**src/rtl/aux_bridge_pkg.sv**
```systemverilog
package aux_bridge_pkg;

  localparam int CMD_W = 4;

  typedef enum logic [1:0] {
    RSP_ACK      = 2'b00,
    RSP_NACK     = 2'b01,
    RSP_I2C_NACK = 2'b10
  } reply_e;

  typedef enum logic [1:0] {
    OP_START = 2'd0,
    OP_BYTE  = 2'd1,
    OP_STOP  = 2'd2
  } i2c_op_e;

  typedef struct packed {
    logic legal;
    logic native;
    logic mot;
    logic read;
  } cmd_info_t;

  typedef enum logic [3:0] {
    S_IDLE,
    S_PRE_STOP,
    S_START,
    S_NEXT,
    S_WR_WAIT,
    S_REG_OP,
    S_I2C_BYTE,
    S_RD_OUT,
    S_END_STOP,
    S_REPLY
  } state_e;

endpackage

```
**src/rtl/aux_cmd_decode.sv**
```systemverilog
module aux_cmd_decode
  import aux_bridge_pkg::*;
(
  input  logic [CMD_W-1:0] cmd,
  output cmd_info_t        info
);
  // bit 3: native, bit 2: continue flag, bits 1:0: 00 write / 01 read
  always_comb begin
    info.native = cmd[3];
    info.mot    = cmd[2];
    info.read   = cmd[0];
    info.legal  = (cmd[1] == 1'b0) && !(cmd[3] && cmd[2]);
  end
endmodule

```
**src/rtl/aux_i2c_session.sv**
```systemverilog
module aux_i2c_session #(
  parameter int ADDR_W = 20,
  parameter int CMD_W  = 4
) (
  input  logic              clk,
  input  logic              rst,
  input  logic              open_set,
  input  logic              open_clr,
  input  logic              store,
  input  logic [ADDR_W-1:0] st_addr,
  input  logic [CMD_W-1:0]  st_cmd,
  input  logic [ADDR_W-1:0] cmp_addr,
  input  logic [CMD_W-1:0]  cmp_cmd,
  output logic              busy,
  output logic              same
);
  logic [ADDR_W-1:0] last_addr;
  logic [CMD_W-1:0]  last_cmd;

  always_ff @(posedge clk) begin
    if (rst) begin
      busy      <= 1'b0;
      last_addr <= '0;
      last_cmd  <= '0;
    end else begin
      if (open_clr)      busy <= 1'b0;
      else if (open_set) busy <= 1'b1;
      if (store) begin
        last_addr <= st_addr;
        last_cmd  <= st_cmd;
      end
    end
  end

  assign same = (last_addr == cmp_addr) && (last_cmd == cmp_cmd);
endmodule

```
**src/rtl/aux_xfer_count.sv**
```systemverilog
module aux_xfer_count #(
  parameter int ADDR_W = 20,
  parameter int LEN_W  = 5
) (
  input  logic              clk,
  input  logic              rst,
  input  logic              load,
  input  logic              step,
  input  logic [ADDR_W-1:0] base_addr,
  input  logic [LEN_W-1:0]  count,
  output logic [ADDR_W-1:0] cur_addr,
  output logic              empty
);
  logic [LEN_W-1:0] remain;

  always_ff @(posedge clk) begin
    if (rst) begin
      remain   <= '0;
      cur_addr <= '0;
    end else if (load) begin
      remain   <= count;
      cur_addr <= base_addr;
    end else if (step) begin
      remain   <= remain - LEN_W'(1);
      cur_addr <= cur_addr + ADDR_W'(1);
    end
  end

  assign empty = (remain == '0);
endmodule

```
**src/rtl/aux_i2c_bridge.sv**
```systemverilog
module aux_i2c_bridge
  import aux_bridge_pkg::*;
#(
  parameter int ADDR_W = 20,
  parameter int LEN_W  = 5,
  parameter int I2C_AW = 7,
  parameter int DATA_W = 8
) (
  input  logic              clk,
  input  logic              rst,
  input  logic              req_valid,
  output logic              req_ready,
  input  logic [3:0]        req_cmd,
  input  logic [ADDR_W-1:0] req_addr,
  input  logic [LEN_W-1:0]  req_len,
  input  logic              wr_valid,
  output logic              wr_ready,
  input  logic [DATA_W-1:0] wr_data,
  output logic              rd_valid,
  input  logic              rd_ready,
  output logic [DATA_W-1:0] rd_data,
  output logic              rsp_valid,
  output logic [1:0]        rsp_code,
  output logic              reg_valid,
  output logic              reg_write,
  output logic [ADDR_W-1:0] reg_addr,
  output logic [DATA_W-1:0] reg_wdata,
  input  logic              reg_rsp_valid,
  input  logic              reg_rsp_err,
  input  logic [DATA_W-1:0] reg_rsp_rdata,
  output logic              i2c_cmd_valid,
  output logic [1:0]        i2c_cmd_op,
  output logic [I2C_AW-1:0] i2c_cmd_addr,
  output logic              i2c_cmd_read,
  output logic [DATA_W-1:0] i2c_cmd_wdata,
  input  logic              i2c_rsp_valid,
  input  logic              i2c_rsp_err,
  input  logic [DATA_W-1:0] i2c_rsp_rdata
);

  state_e            state;
  reply_e            code_q;
  cmd_info_t         dec;
  logic [CMD_W-1:0]  cmd_q;
  logic [ADDR_W-1:0] addr_q;
  logic              native_q, mot_q, read_q;
  logic [DATA_W-1:0] dbuf;
  logic              sess_busy, sess_same;
  logic              cnt_load, cnt_step, cnt_empty;
  logic              open_set, open_clr, is_stop;
  logic [ADDR_W-1:0] cur_addr;

  aux_cmd_decode u_dec (
    .cmd  (req_cmd),
    .info (dec)
  );

  assign is_stop  = (state == S_PRE_STOP) || (state == S_END_STOP);
  assign open_set = (state == S_START) && i2c_rsp_valid && !i2c_rsp_err;
  assign open_clr = is_stop && i2c_rsp_valid;

  aux_i2c_session #(.ADDR_W(ADDR_W), .CMD_W(CMD_W)) u_sess (
    .clk      (clk),
    .rst      (rst),
    .open_set (open_set),
    .open_clr (open_clr),
    .store    (open_set && mot_q),
    .st_addr  (addr_q),
    .st_cmd   (cmd_q),
    .cmp_addr (req_addr),
    .cmp_cmd  (req_cmd),
    .busy     (sess_busy),
    .same     (sess_same)
  );

  assign cnt_load = (state == S_IDLE) && req_valid;
  assign cnt_step = ((state == S_REG_OP) && reg_rsp_valid && !reg_rsp_err) ||
                    ((state == S_I2C_BYTE) && i2c_rsp_valid && !i2c_rsp_err);

  aux_xfer_count #(.ADDR_W(ADDR_W), .LEN_W(LEN_W)) u_cnt (
    .clk       (clk),
    .rst       (rst),
    .load      (cnt_load),
    .step      (cnt_step),
    .base_addr (req_addr),
    .count     (req_len),
    .cur_addr  (cur_addr),
    .empty     (cnt_empty)
  );

  always_ff @(posedge clk) begin
    if (rst) begin
      state    <= S_IDLE;
      code_q   <= RSP_ACK;
      cmd_q    <= '0;
      addr_q   <= '0;
      native_q <= 1'b0;
      mot_q    <= 1'b0;
      read_q   <= 1'b0;
      dbuf     <= '0;
    end else begin
      unique case (state)
        S_IDLE: if (req_valid) begin
          cmd_q    <= req_cmd;
          addr_q   <= req_addr;
          native_q <= dec.native;
          mot_q    <= dec.mot;
          read_q   <= dec.read;
          if (!dec.legal) begin
            code_q <= RSP_NACK;
            state  <= S_REPLY;
          end else if (dec.native)            state <= S_NEXT;
          else if (!sess_busy)                state <= S_START;
          else if (dec.mot && sess_same)      state <= S_NEXT;
          else                                state <= S_PRE_STOP;
        end
        S_PRE_STOP: if (i2c_rsp_valid) state <= S_START;
        S_START: if (i2c_rsp_valid) begin
          if (i2c_rsp_err) begin
            code_q <= RSP_I2C_NACK;
            state  <= S_REPLY;
          end else begin
            state  <= S_NEXT;
          end
        end
        S_NEXT: begin
          if (cnt_empty) begin
            code_q <= RSP_ACK;
            state  <= (!native_q && !mot_q) ? S_END_STOP : S_REPLY;
          end else if (!read_q) begin
            state  <= S_WR_WAIT;
          end else begin
            state  <= native_q ? S_REG_OP : S_I2C_BYTE;
          end
        end
        S_WR_WAIT: if (wr_valid) begin
          dbuf  <= wr_data;
          state <= native_q ? S_REG_OP : S_I2C_BYTE;
        end
        S_REG_OP: if (reg_rsp_valid) begin
          if (reg_rsp_err) begin
            code_q <= RSP_NACK;
            state  <= S_REPLY;
          end else if (read_q) begin
            dbuf   <= reg_rsp_rdata;
            state  <= S_RD_OUT;
          end else begin
            state  <= S_NEXT;
          end
        end
        S_I2C_BYTE: if (i2c_rsp_valid) begin
          if (i2c_rsp_err) begin
            code_q <= RSP_I2C_NACK;
            state  <= S_END_STOP;
          end else if (read_q) begin
            dbuf   <= i2c_rsp_rdata;
            state  <= S_RD_OUT;
          end else begin
            state  <= S_NEXT;
          end
        end
        S_RD_OUT:   if (rd_ready) state <= S_NEXT;
        S_END_STOP: if (i2c_rsp_valid) state <= S_REPLY;
        S_REPLY:    state <= S_IDLE;
        default:    state <= S_IDLE;
      endcase
    end
  end

  assign req_ready     = (state == S_IDLE);
  assign wr_ready      = (state == S_WR_WAIT);
  assign rd_valid      = (state == S_RD_OUT);
  assign rd_data       = dbuf;
  assign rsp_valid     = (state == S_REPLY);
  assign rsp_code      = code_q;
  assign reg_valid     = (state == S_REG_OP);
  assign reg_write     = !read_q;
  assign reg_addr      = cur_addr;
  assign reg_wdata     = dbuf;
  assign i2c_cmd_valid = is_stop || (state == S_START) || (state == S_I2C_BYTE);
  assign i2c_cmd_op    = is_stop ? OP_STOP : ((state == S_START) ? OP_START : OP_BYTE);
  assign i2c_cmd_addr  = addr_q[I2C_AW-1:0];
  assign i2c_cmd_read  = read_q;
  assign i2c_cmd_wdata = dbuf;

endmodule

```
**config.mk**
```make
export PLATFORM = sky130hd
export DESIGN_NAME = aux_i2c_bridge
export DESIGN_NICKNAME = d
export VERILOG_FILES = /design/src/rtl/aux_bridge_pkg.sv /design/src/rtl/aux_cmd_decode.sv /design/src/rtl/aux_i2c_session.sv /design/src/rtl/aux_xfer_count.sv /design/src/rtl/aux_i2c_bridge.sv
export SDC_FILE = /design/constraint.sdc
export NUM_CORES = 1
export LEC_CHECK = 0
export BUFFER_PORTS_ARGS = -buffer_cell sky130_fd_sc_hd__buf_2
export CAP_MARGIN = 40
export CORE_ASPECT_RATIO = 0.75
export CORE_MARGIN = 5
export CORE_UTILIZATION = 53
export CTS_CLUSTER_SIZE = 20
export DETAILED_ROUTE_END_ITERATION = 8
export HOLD_SLACK_MARGIN = 0.03
export PLACE_DENSITY = 0.87
export SYNTH_ARGS = -nofsm -noshare
export SYNTH_HDL_FRONTEND = slang
export SYNTH_SLANG_ARGS = --single-unit
```
**constraint.sdc**
```tcl
create_clock -name clk -period 2.13 [get_ports clk]
set_input_delay 0.5325 -clock clk [delete_from_list [all_inputs] [get_ports clk]]
set_output_delay 0.5325 -clock clk [all_outputs]
set_load 0.005 [all_outputs]
```
==> results of run 1 <==
==> cell type report <==
class | instances | area [um^2]
fillers | 662 | 2880
clock buffers | 11 | 243
well taps | 108 | 135
flip-flops and latches | 88 | 1770
clock inverters | 5 | 104
repair buffers | 149 | 850
inverters | 9 | 33.8
multi-input cells | 408 | 2480
==> registers in the layout, indices dropped and copies added, names as in the netlist <==
| signal | flops |
|---|---|
| addr_q | 20 |
| u_sess.last_addr | 20 |
| cmd_q | 4 |
| state | 4 |
| u_sess.last_cmd | 4 |
| u_cnt.remain | 5 |
| i2c_cmd_wdata | 8 |
| rsp_code | 2 |
| u_sess.busy | 1 |
| u_cnt.cur_addr | 20 |
==> through the flow <==
stage,utilization (%),TNS [ps]
floorplan,-,0
CTS,65.1,0
detailed placement,60.9,0
global placement,60.9,0
finish,66.1,0
global route,66.1,-5.91
==> layout by cell type (no fill, tap or decap), types with 9 or more instances in the layout <==
cell         n
a211oi_1    24
a21oi_1     63
buf_2      124
buf_4       21
clkbuf_16    9
dfxtp_1     85
nand2_1    118
nand3_1     15
nor2_1      38
o21ai_0      9
xnor2_1     23
xor2_1      18
==> cells in the mapped netlist, types with 3 or more instances <==
cell	number	area, um^2
xor2_1	18	158
buf_6	5	56.3
a21oi_1	63	315
xnor2_1	23	201
buf_4	29	218
inv_1	9	33.8
buf_1	6	22.5
dfxtp_1	88	1760
nor3_1	7	35.0
nor3b_2	3	37.5
mux2i_1	3	30.0
nor4_1	8	50.1
a211oi_1	24	180
buf_2	6	30.0
and3_1	3	18.8
nand4_1	7	43.8
and4_1	5	43.8
clkbuf_1	20	75.1
a222oi_1	8	80.1
a311oi_1	3	26.3
nand2_1	119	447
nand3_1	15	75.1
ha_1	3	37.5
or3_1	4	25.0
nor2_1	38	143
nor2b_1	5	31.3
o31a_1	4	35.0
o21ai_0	9	45.0
==> kinds of logic (layout without fill, tap and decap cells) <==
group | count (synthesis) | after routing | synth area share, %
buffers and inverters | 75 | 174 | 9.43
AO/OA/AOI/OAI | 129 | 129 | 18.3
XOR/XNOR | 41 | 41 | 7.78
flip-flops | 88 | 88 | 38.2
multiplexers | 3 | 3 | 0.651
AND/OR/NAND/NOR | 232 | 232 | 24.9
adder cells (fa/ha/maj) | 3 | 3 | 0.813
==> report_power, final <==
part / internal [W] / leakage [nW] / total [W] / switching, W
Clock: 0.00118 / 0.170 / 0.00182 / 0.000645
Combinational: 0.000957 / 1.38 / 0.00210 / 0.00115
Sequential: 0.00193 / 0.718 / 0.00224 / 0.000311
Total: 0.00406 / 2.27 / 0.00617 / 0.00210
==> worst max-delay path, cell delays in order (launching register included) <==
cell and delay (ps):
dfxtp_1 410, or3b_2 530, nor2_1 110, nor2_1 40, buf_2 130
==> worst max-delay path by stage <==
stage / start / to / slack, ps
floorplan: u_cnt.remain[0] / rsp_code[0] / 250
detailed placement: u_cnt.remain[0] / rsp_code[0] / 20
global placement: u_cnt.remain[0] / rsp_code[0] / 50
CTS: state[2] / i2c_cmd_valid / 7
global route: u_cnt.remain[1] / rsp_code[0] / -6
finish: state[1] / i2c_cmd_op[0] / 50
==> metal layers <==
layer  track usage [%]  vias up  wire (um)
met5                 0        -          0
met4              8.12        0        316
met3              7.76       35       1220
met2              35.0      217       5970
met1              32.0     2155       5720
li1                  -     2171          -
==> timing repair <==
| action | in CTS | in global routing |
|---|---|---|
| gates resized for setup | 3 | 14 |
| pin swaps | 0 | 1 |
| setup buffers | 0 | 3 |
| endpoints found under the setup margin | 4 | 7 |
==> reports/metrics.cfg, run 1 <==
[grt]
grt_max_degree=89
grt-ovfl-total=0
grt_pass1_wl_um=20900
antenna_found_initial=0
grt_pass1_vias=4325
grt_use_total_pct=23.5

[synth]
ys_async_sr_fraction_pct=0
ys_seq_area_share_pct=38.2
syn-instance-count=571
ys_warn_count=0
synth_flop_cell=dfxtp_1
synth.distinct_cells=58
synth_area_um2=4620
synth.avg_cell_area_um2=8.08
ys_ff_latch=88
syn_nets=636
synth_edf_count=0

[critical_path]
crit_fanout=6
r2r_start=u_cnt.remain[0]
end_kind=output pin
r2r_slack_ps=70
required_ps=1600
r2r_cells=8
start_kind=register
critical_path_arrival_ps=1550
critPathKind=reg -> out
r2r-end=rsp_code[0]

[routing]
viasPerCell=5.88
antenna_left=0
vias=4578
remaining_drc_errors=0
drtIter0Drc=549
routedWlPerCell_um=17.0
wl_um=13200
drt-pass1-iter-count=5

[layout]
stdcell_count=778
stdcell_area_um2=5610
drive_above_1_share_pct=29.1
nets=730
diodes=0
area_delta_synth_final_pct=21.6

[sta]
period_share_pct=97.6
finalMaxSlewViolations=0
hold_viol_final=0
fin_skew_ps=6.18
worstMarginPinSlew_ps=651
setup_viol=0
hold_ws_ps=414
period_minus_slack_ps=2080
clock.fmax_ghz=0.481
fin_ws_ps=50.1
relSlewSlack_pct=56.6

[power]
power_density_nw_per_um2=1100
p_total_w=0.00617
leakage_nw=2.27
irDropWorstVdd_mv=0.587

[clock_network]
insertion_delay_ps=330
cts_tree=yes
cts_made_buffers=9
ctsRootBufferMaster=clkbuf_16
htree_num_levels=3
max-clock-path-buffers=2
cts.sinks=88
path_clk_slew_ps=60
cts_hold_buf=0

[min_path]
holdPathEnd=u_sess.busy
hp-start=i2c_rsp_valid
hold_depth=2
hold_class=in -> reg

[floorplanning]
coreArea_um2=8490
pin_count=125
die_x_um=118
rows=29
dieArea_um2=10700
initial_core_util_pct=54.4
die_h_um=90.8

[placed_design]
routabilityCongestion=0.937
pre_cts_ws_ps=18.3
dp.final_hpwl_um=9190
port-buffer-count=124
placed_cells=759
placed_area_um2=5170

[outcome]
status=complete, no violations

[job]
max_cap_violations=0

(Power assumes the default switching activity.)
==> run 2, diff against run 1 <==
--- a/config.mk
+++ b/config.mk
@@ -9,11 +9,11 @@
 export CAP_MARGIN = 40
 export CORE_ASPECT_RATIO = 0.75
 export CORE_MARGIN = 5
-export CORE_UTILIZATION = 53
+export CORE_UTILIZATION = 50
 export CTS_CLUSTER_SIZE = 20
 export DETAILED_ROUTE_END_ITERATION = 8
 export HOLD_SLACK_MARGIN = 0.03
-export PLACE_DENSITY = 0.87
+export PLACE_DENSITY = 0.84
 export SYNTH_ARGS = -nofsm -noshare
 export SYNTH_HDL_FRONTEND = slang
 export SYNTH_SLANG_ARGS = --single-unit
==> run 2 against run 1 <==
Count of clock-buffer cells in the layout unchanged. Design area down 0.13%. Sequential power about the same.
==> reports/metrics.cfg, run 2 (synthesis results as in run 1) <==
[power]
p_comb_share_pct=35.4  ; +1.3 points
leakage_nw=2.24  ; -1.3%
irDropWorstVdd_mv=0.586  ; -0.22%
p_clk_share_pct=27.3  ; -2.3 points
seq_power_share_pct=37.4  ; +1.1 points
p_sw_w=0.00209  ; -0.62%
internal_power_w=0.00386  ; -5.1%
power_density_nw_per_um2=1060  ; -3.4%
p_sw_share_pct=35.1  ; +1.0 points

[min_path]
hold_class=in -> reg

[routing]
remaining_drc_errors=0  ; unchanged
wl_um=13200  ; unchanged
drt-pass1-iter-count=5  ; unchanged
routedWlPerCell_um=16.5  ; -2.7%
drtIter0Drc=508  ; -7.5%
vias=4417  ; -3.5%
antenna_left=0  ; unchanged
viasPerCell=5.52  ; -6.2%

[clock_network]
max-clock-path-buffers=2  ; unchanged
path_clk_slew_ps=70  ; about the same
cts_tree=yes
cts_made_buffers=9  ; unchanged
htree_num_levels=3  ; unchanged
insertion_delay_ps=340  ; about the same
ctsRootBufferMaster=clkbuf_16
cts.sinks=88  ; unchanged
cts_hold_buf=0  ; unchanged

[grt]
grt_pass1_wl_um=20500  ; -1.8%
antenna_found_initial=0  ; unchanged
grt_use_total_pct=22.7  ; -0.81 points
grt_pass1_vias=4145  ; -4.2%
grt-ovfl-total=0  ; unchanged
grt_max_degree=66  ; -26%

[placed_design]
placed_cells=781  ; +2.9%
placed_area_um2=5250  ; +1.5%
port-buffer-count=124  ; unchanged
routabilityCongestion=0.854  ; -8.9%
dp.final_hpwl_um=9760  ; +6.2%

[sta]
rsz0062_at_grt=yes
fin_skew_ps=6.78  ; +0.600 ps
period_share_pct=97.6  ; about the same
finalMaxSlewViolations=0  ; unchanged
hold_ws_ps=419  ; +4.49 ps
setup_viol=0  ; unchanged
period_minus_slack_ps=2080  ; -0.316 ps
clock.fmax_ghz=0.481  ; about the same
hold_viol_final=0  ; unchanged
relSlewSlack_pct=66.5  ; +9.9 points
worstMarginPinSlew_ps=502  ; -148 ps
fin_setup_tns_ps=0  ; unchanged

[critical_path]
required_ps=1600  ; about the same
start_kind=register
critPathKind=reg -> out
crit_fanout=15  ; +9
end_kind=output pin
critical_path_arrival_ps=1550  ; about the same

[layout]
finish.utilization_pct=62.0  ; -4.1 points
layout_common_cells=buf_2, nand2_1, dfxtp_1, a21oi_1, nor2_1
nFillCells=809  ; +22%
top_regs=addr_q (20), u_cnt.cur_addr (20), u_sess.last_addr (20)
final_common_cell=buf_2
diodes=0  ; unchanged
drive_above_1_share_pct=28.3  ; -0.83 points
stdcell_area_um2=5610  ; -0.13%
nets=732  ; +0.27%
multiInputGateArea_um2=2430  ; -1.9%
regArea_um2=1770  ; +0.21%
stdcell_count=800  ; +2.8%
area_delta_synth_final_pct=21.4

[outcome]
status=complete, no violations

[floorplanning]
coreArea_um2=9050  ; +6.5%
initial_core_util_pct=51.0  ; -3.3 points
pin_count=125  ; unchanged
die_x_um=121  ; +2.7%
rows=30  ; +3.4%
die_h_um=93.2  ; +2.6%
dieArea_um2=11300  ; +5.4%

[job]
max_cap_violations=0  ; unchanged

## run 2: cell types whose count changed in the layout (fill, tap and decap cells not counted), sizes merged
cell      delta
buf          +2
bufinv       -2
clkinv       -2
clkinvlp     +2
inv          +2
## run 2: area by class of cell
| cell class | count | area share (%) |
|---|---|---|
| multi-input cells | 408 | 43.4 |
| well taps | 128 | 2.86 |
| repair buffers | 151 | 16.1 |
| inverters | 9 | 0.603 |
| clock inverters | 5 | 1.12 |
| clock buffers | 11 | 4.33 |
| flip-flops and latches | 88 | 31.6 |
## run 2: power groups by stage
stage / clock network [W] / registers (W) / logic (W)
floorplan: 0 / 0.00216 / 0.00132
global placement: 0 / 0.00221 / 0.00196
detailed placement: 0 / 0.00224 / 0.00200
CTS: 0.00164 / 0.00221 / 0.00204
global route: 0.00170 / 0.00226 / 0.00230
finish: 0.00162 / 0.00222 / 0.00210
## run 2: metrics by stage
stage	power, W	worst slack, ps
6_report	0.00595	50.5
5_1_grt	0.00625	-7.55
4_1_cts	0.00589	10.5
3_5_place_dp	0.00423	5.84
3_3_place_gp	0.00418	5.27
2_1_floorplan	0.00348	250
## run 2: final timing paths
check	from	to	slack [ps]	cells past startpoint
worst max-delay path	state[0]	i2c_cmd_op[0]	50	5
worst min-delay path	i2c_rsp_valid	u_sess.busy	420	2
worst max register to register	state[3]	rsp_code[0]	90	6
worst min register to register	addr_q[10]	u_sess.last_addr[10]	450	2
## run 2: worst max-delay path, cell delays in order, from the launching register on
cell     delay (ps)
dfxtp_4         370
buf_12          150
or3b_4          400
nor2_2          100
nor2_1           40
buf_2           130
## run 2: what timing repair did
action	CTS	global route
setup endpoints to repair	3	4
buffers inserted	0	3
pin swaps	0	2
endpoints found under the hold margin	0	0
gates resized for setup	7	3
## run 2: per-layer routing
layer | share of wire [%] | global-route usage (%) | wire (um)
met2 | 45 | 35.0 | 5990
met5 | 0 | 0 | 0
met3 | 8.0 | 5.62 | 1060
met1 | 45 | 32.1 | 6000
met4 | 1.3 | 5.19 | 178
==> run 3, diff against run 2 <==
--- a/config.mk
+++ b/config.mk
@@ -10,6 +10,7 @@
 export CORE_ASPECT_RATIO = 0.75
 export CORE_MARGIN = 5
 export CORE_UTILIZATION = 50
+export CTS_BUF_LIST = sky130_fd_sc_hd__clkbuf_8 sky130_fd_sc_hd__clkbuf_16
 export CTS_CLUSTER_SIZE = 20
 export DETAILED_ROUTE_END_ITERATION = 8
 export HOLD_SLACK_MARGIN = 0.03
==> run 3 against run 2 <==
Sequential power about the same. Register-to-register slack about the same. Count of clock-buffer cells in the layout decreased by 1. Global-route usage unchanged. Largest power group unchanged. Highest routed layer unchanged.
==> reports/metrics.cfg, run 3 (synthesis results as in run 1) <==
[outcome]
status=complete, no violations

[clock_network]
path_clk_slew_ps=70  ; about the same
cts.sinks=88  ; unchanged
max-clock-path-buffers=2  ; unchanged
htree_num_levels=3  ; unchanged
cts_tree=yes
ctsRootBufferMaster=clkbuf_16
insertion_delay_ps=350  ; about the same
cts_made_buffers=9  ; unchanged

[critical_path]
start_kind=register
required_ps=1600  ; about the same
critPathMaxStageDelay_ps=400  ; about the same
critPathSlowestCell=or3b_4
critPathKind=reg -> out
critical_path_arrival_ps=1550  ; about the same
cp_cell_sequence=buf_12, or3b_4, nor2_2, nor2_1, buf_2
end_kind=output pin
r2r_cells=6  ; unchanged
crit_fanout=15  ; unchanged

[layout]
diodes=0  ; unchanged
finish.utilization_pct=62.0  ; unchanged
top_regs=addr_q (20), u_cnt.cur_addr (20), u_sess.last_addr (20)
layout_common_cells=buf_2, nand2_1, dfxtp_1, a21oi_1, nor2_1
area_delta_synth_final_pct=21.4  ; unchanged
drive_above_1_share_pct=28.3  ; unchanged
nets=732  ; unchanged
final_common_cell=buf_2

[sta]
period_minus_slack_ps=2080  ; +0.894 ps
setup_viol=0  ; unchanged
hold_viol_final=0  ; unchanged
clock.fmax_ghz=0.481  ; about the same
relSlewSlack_pct=66.5  ; about the same
fin_skew_ps=8.16  ; +1.38 ps
worstMarginPinSlew_ps=502  ; -0.0741 ps
period_share_pct=97.7  ; about the same
fin_setup_tns_ps=0  ; unchanged
finalMaxSlewViolations=0  ; unchanged
rsz0062_at_grt=yes

[min_path]
hold_depth=2  ; unchanged
hold_class=in -> reg

[floorplanning]
initial_core_util_pct=51.0  ; unchanged
coreArea_um2=9050  ; unchanged
die_h_um=93.2  ; unchanged
dieArea_um2=11300  ; unchanged
die_x_um=121  ; unchanged
pin_count=125  ; unchanged
rows=30  ; unchanged

[job]
max_cap_violations=0  ; unchanged

[grt]
antenna_found_initial=0  ; unchanged
grt_pass1_vias=4145  ; unchanged
grt_pass1_wl_um=20500  ; unchanged
grt_use_total_pct=22.7  ; unchanged
grt-ovfl-total=0  ; unchanged
grt_max_degree=66  ; unchanged

[routing]
wl_um=13300  ; +0.22%
routedWlPerCell_um=16.6  ; +0.22%
drt-pass1-iter-count=5  ; unchanged
vias=4427  ; +0.23%
viasPerCell=5.53  ; +0.23%
antenna_left=0  ; unchanged
remaining_drc_errors=0  ; unchanged
drtIter0Drc=508  ; unchanged

[power]
leakage_nw=2.24  ; +0.19%
irDropWorstVdd_mv=0.588  ; +0.26%
power_density_nw_per_um2=1060  ; about the same

[placed_design]
port-buffer-count=124  ; unchanged
routabilityCongestion=0.854  ; unchanged
dp.final_hpwl_um=9760  ; unchanged

[run 3: cell types whose count changed in the layout (fill, tap and decap cells not counted), sizes merged]
cell | before | now
inv | 11 | 12
clkbuf | 11 | 10
[run 3: power by group]
group	internal (W)	switching [W]
registers	0.00193	0.000293
logic	0.000977	0.00113
clock network	0.000945	0.000673
[run 3: repair_timing]
item | 4_1_cts | 5_1_grt
setup buffers | 0 | 3
pin swaps | 0 | 2
resized for setup | 7 | 3
hold endpoints to repair | 0 | 0
cloned | 0 | 0
setup endpoints to repair | 3 | 4
hold buffers | 0 | 0
[run 3: final cells by class]
type                            instances  area, um^2
Multi-Input combinational cell        408        2430
Tap cell                              128         160
Fill cell                             809        3440
Clock buffer                           10         239
Inverter                                9        33.8
Clock inverter                          6        66.3
Timing Repair Buffer                  151         902
Sequential cell                        88        1770
[run 3: stage by stage]
stage | total power (W) | cell area [um^2] | setup slack (ps) | instances | hold slack (ps)
floorplan | 0.00348 | 4620 | 250 | 571 | 432
global placement | 0.00418 | 5250 | 5.27 | 781 | 435
detailed placement | 0.00423 | 5250 | 5.84 | 781 | 446
CTS | 0.00588 | 5580 | 10.5 | 797 | 417
global route | 0.00625 | 5610 | -7.55 | 800 | 439
finish | 0.00594 | 5610 | 49.6 | 800 | 419
[run 3: worst max-delay path, delay by kind of cell, from the launching register on]
family,cells,cell delay (ps)
buffers and inverters,2,280
flip-flops,1,370
AND/OR/NAND/NOR,3,540
[run 3: final timing paths]
check | startpoint | endpoint | slack, ps
worst max-delay path | state[0] | i2c_cmd_op[0] | 50
worst min-delay path | i2c_rsp_valid | u_sess.busy | 420
worst max register to register | state[3] | rsp_code[0] | 90
worst min register to register | addr_q[10] | u_sess.last_addr[10] | 450
[run 3: metal layers]
layer | GRT usage (%) | up-vias | share of wire (%)
li1 | - | 2162 | -
met3 | 5.62 | 20 | 7.7
met5 | 0 | - | 0
met1 | 32.1 | 2074 | 46
met4 | 5.19 | 0 | 1.3
met2 | 35.0 | 171 | 45
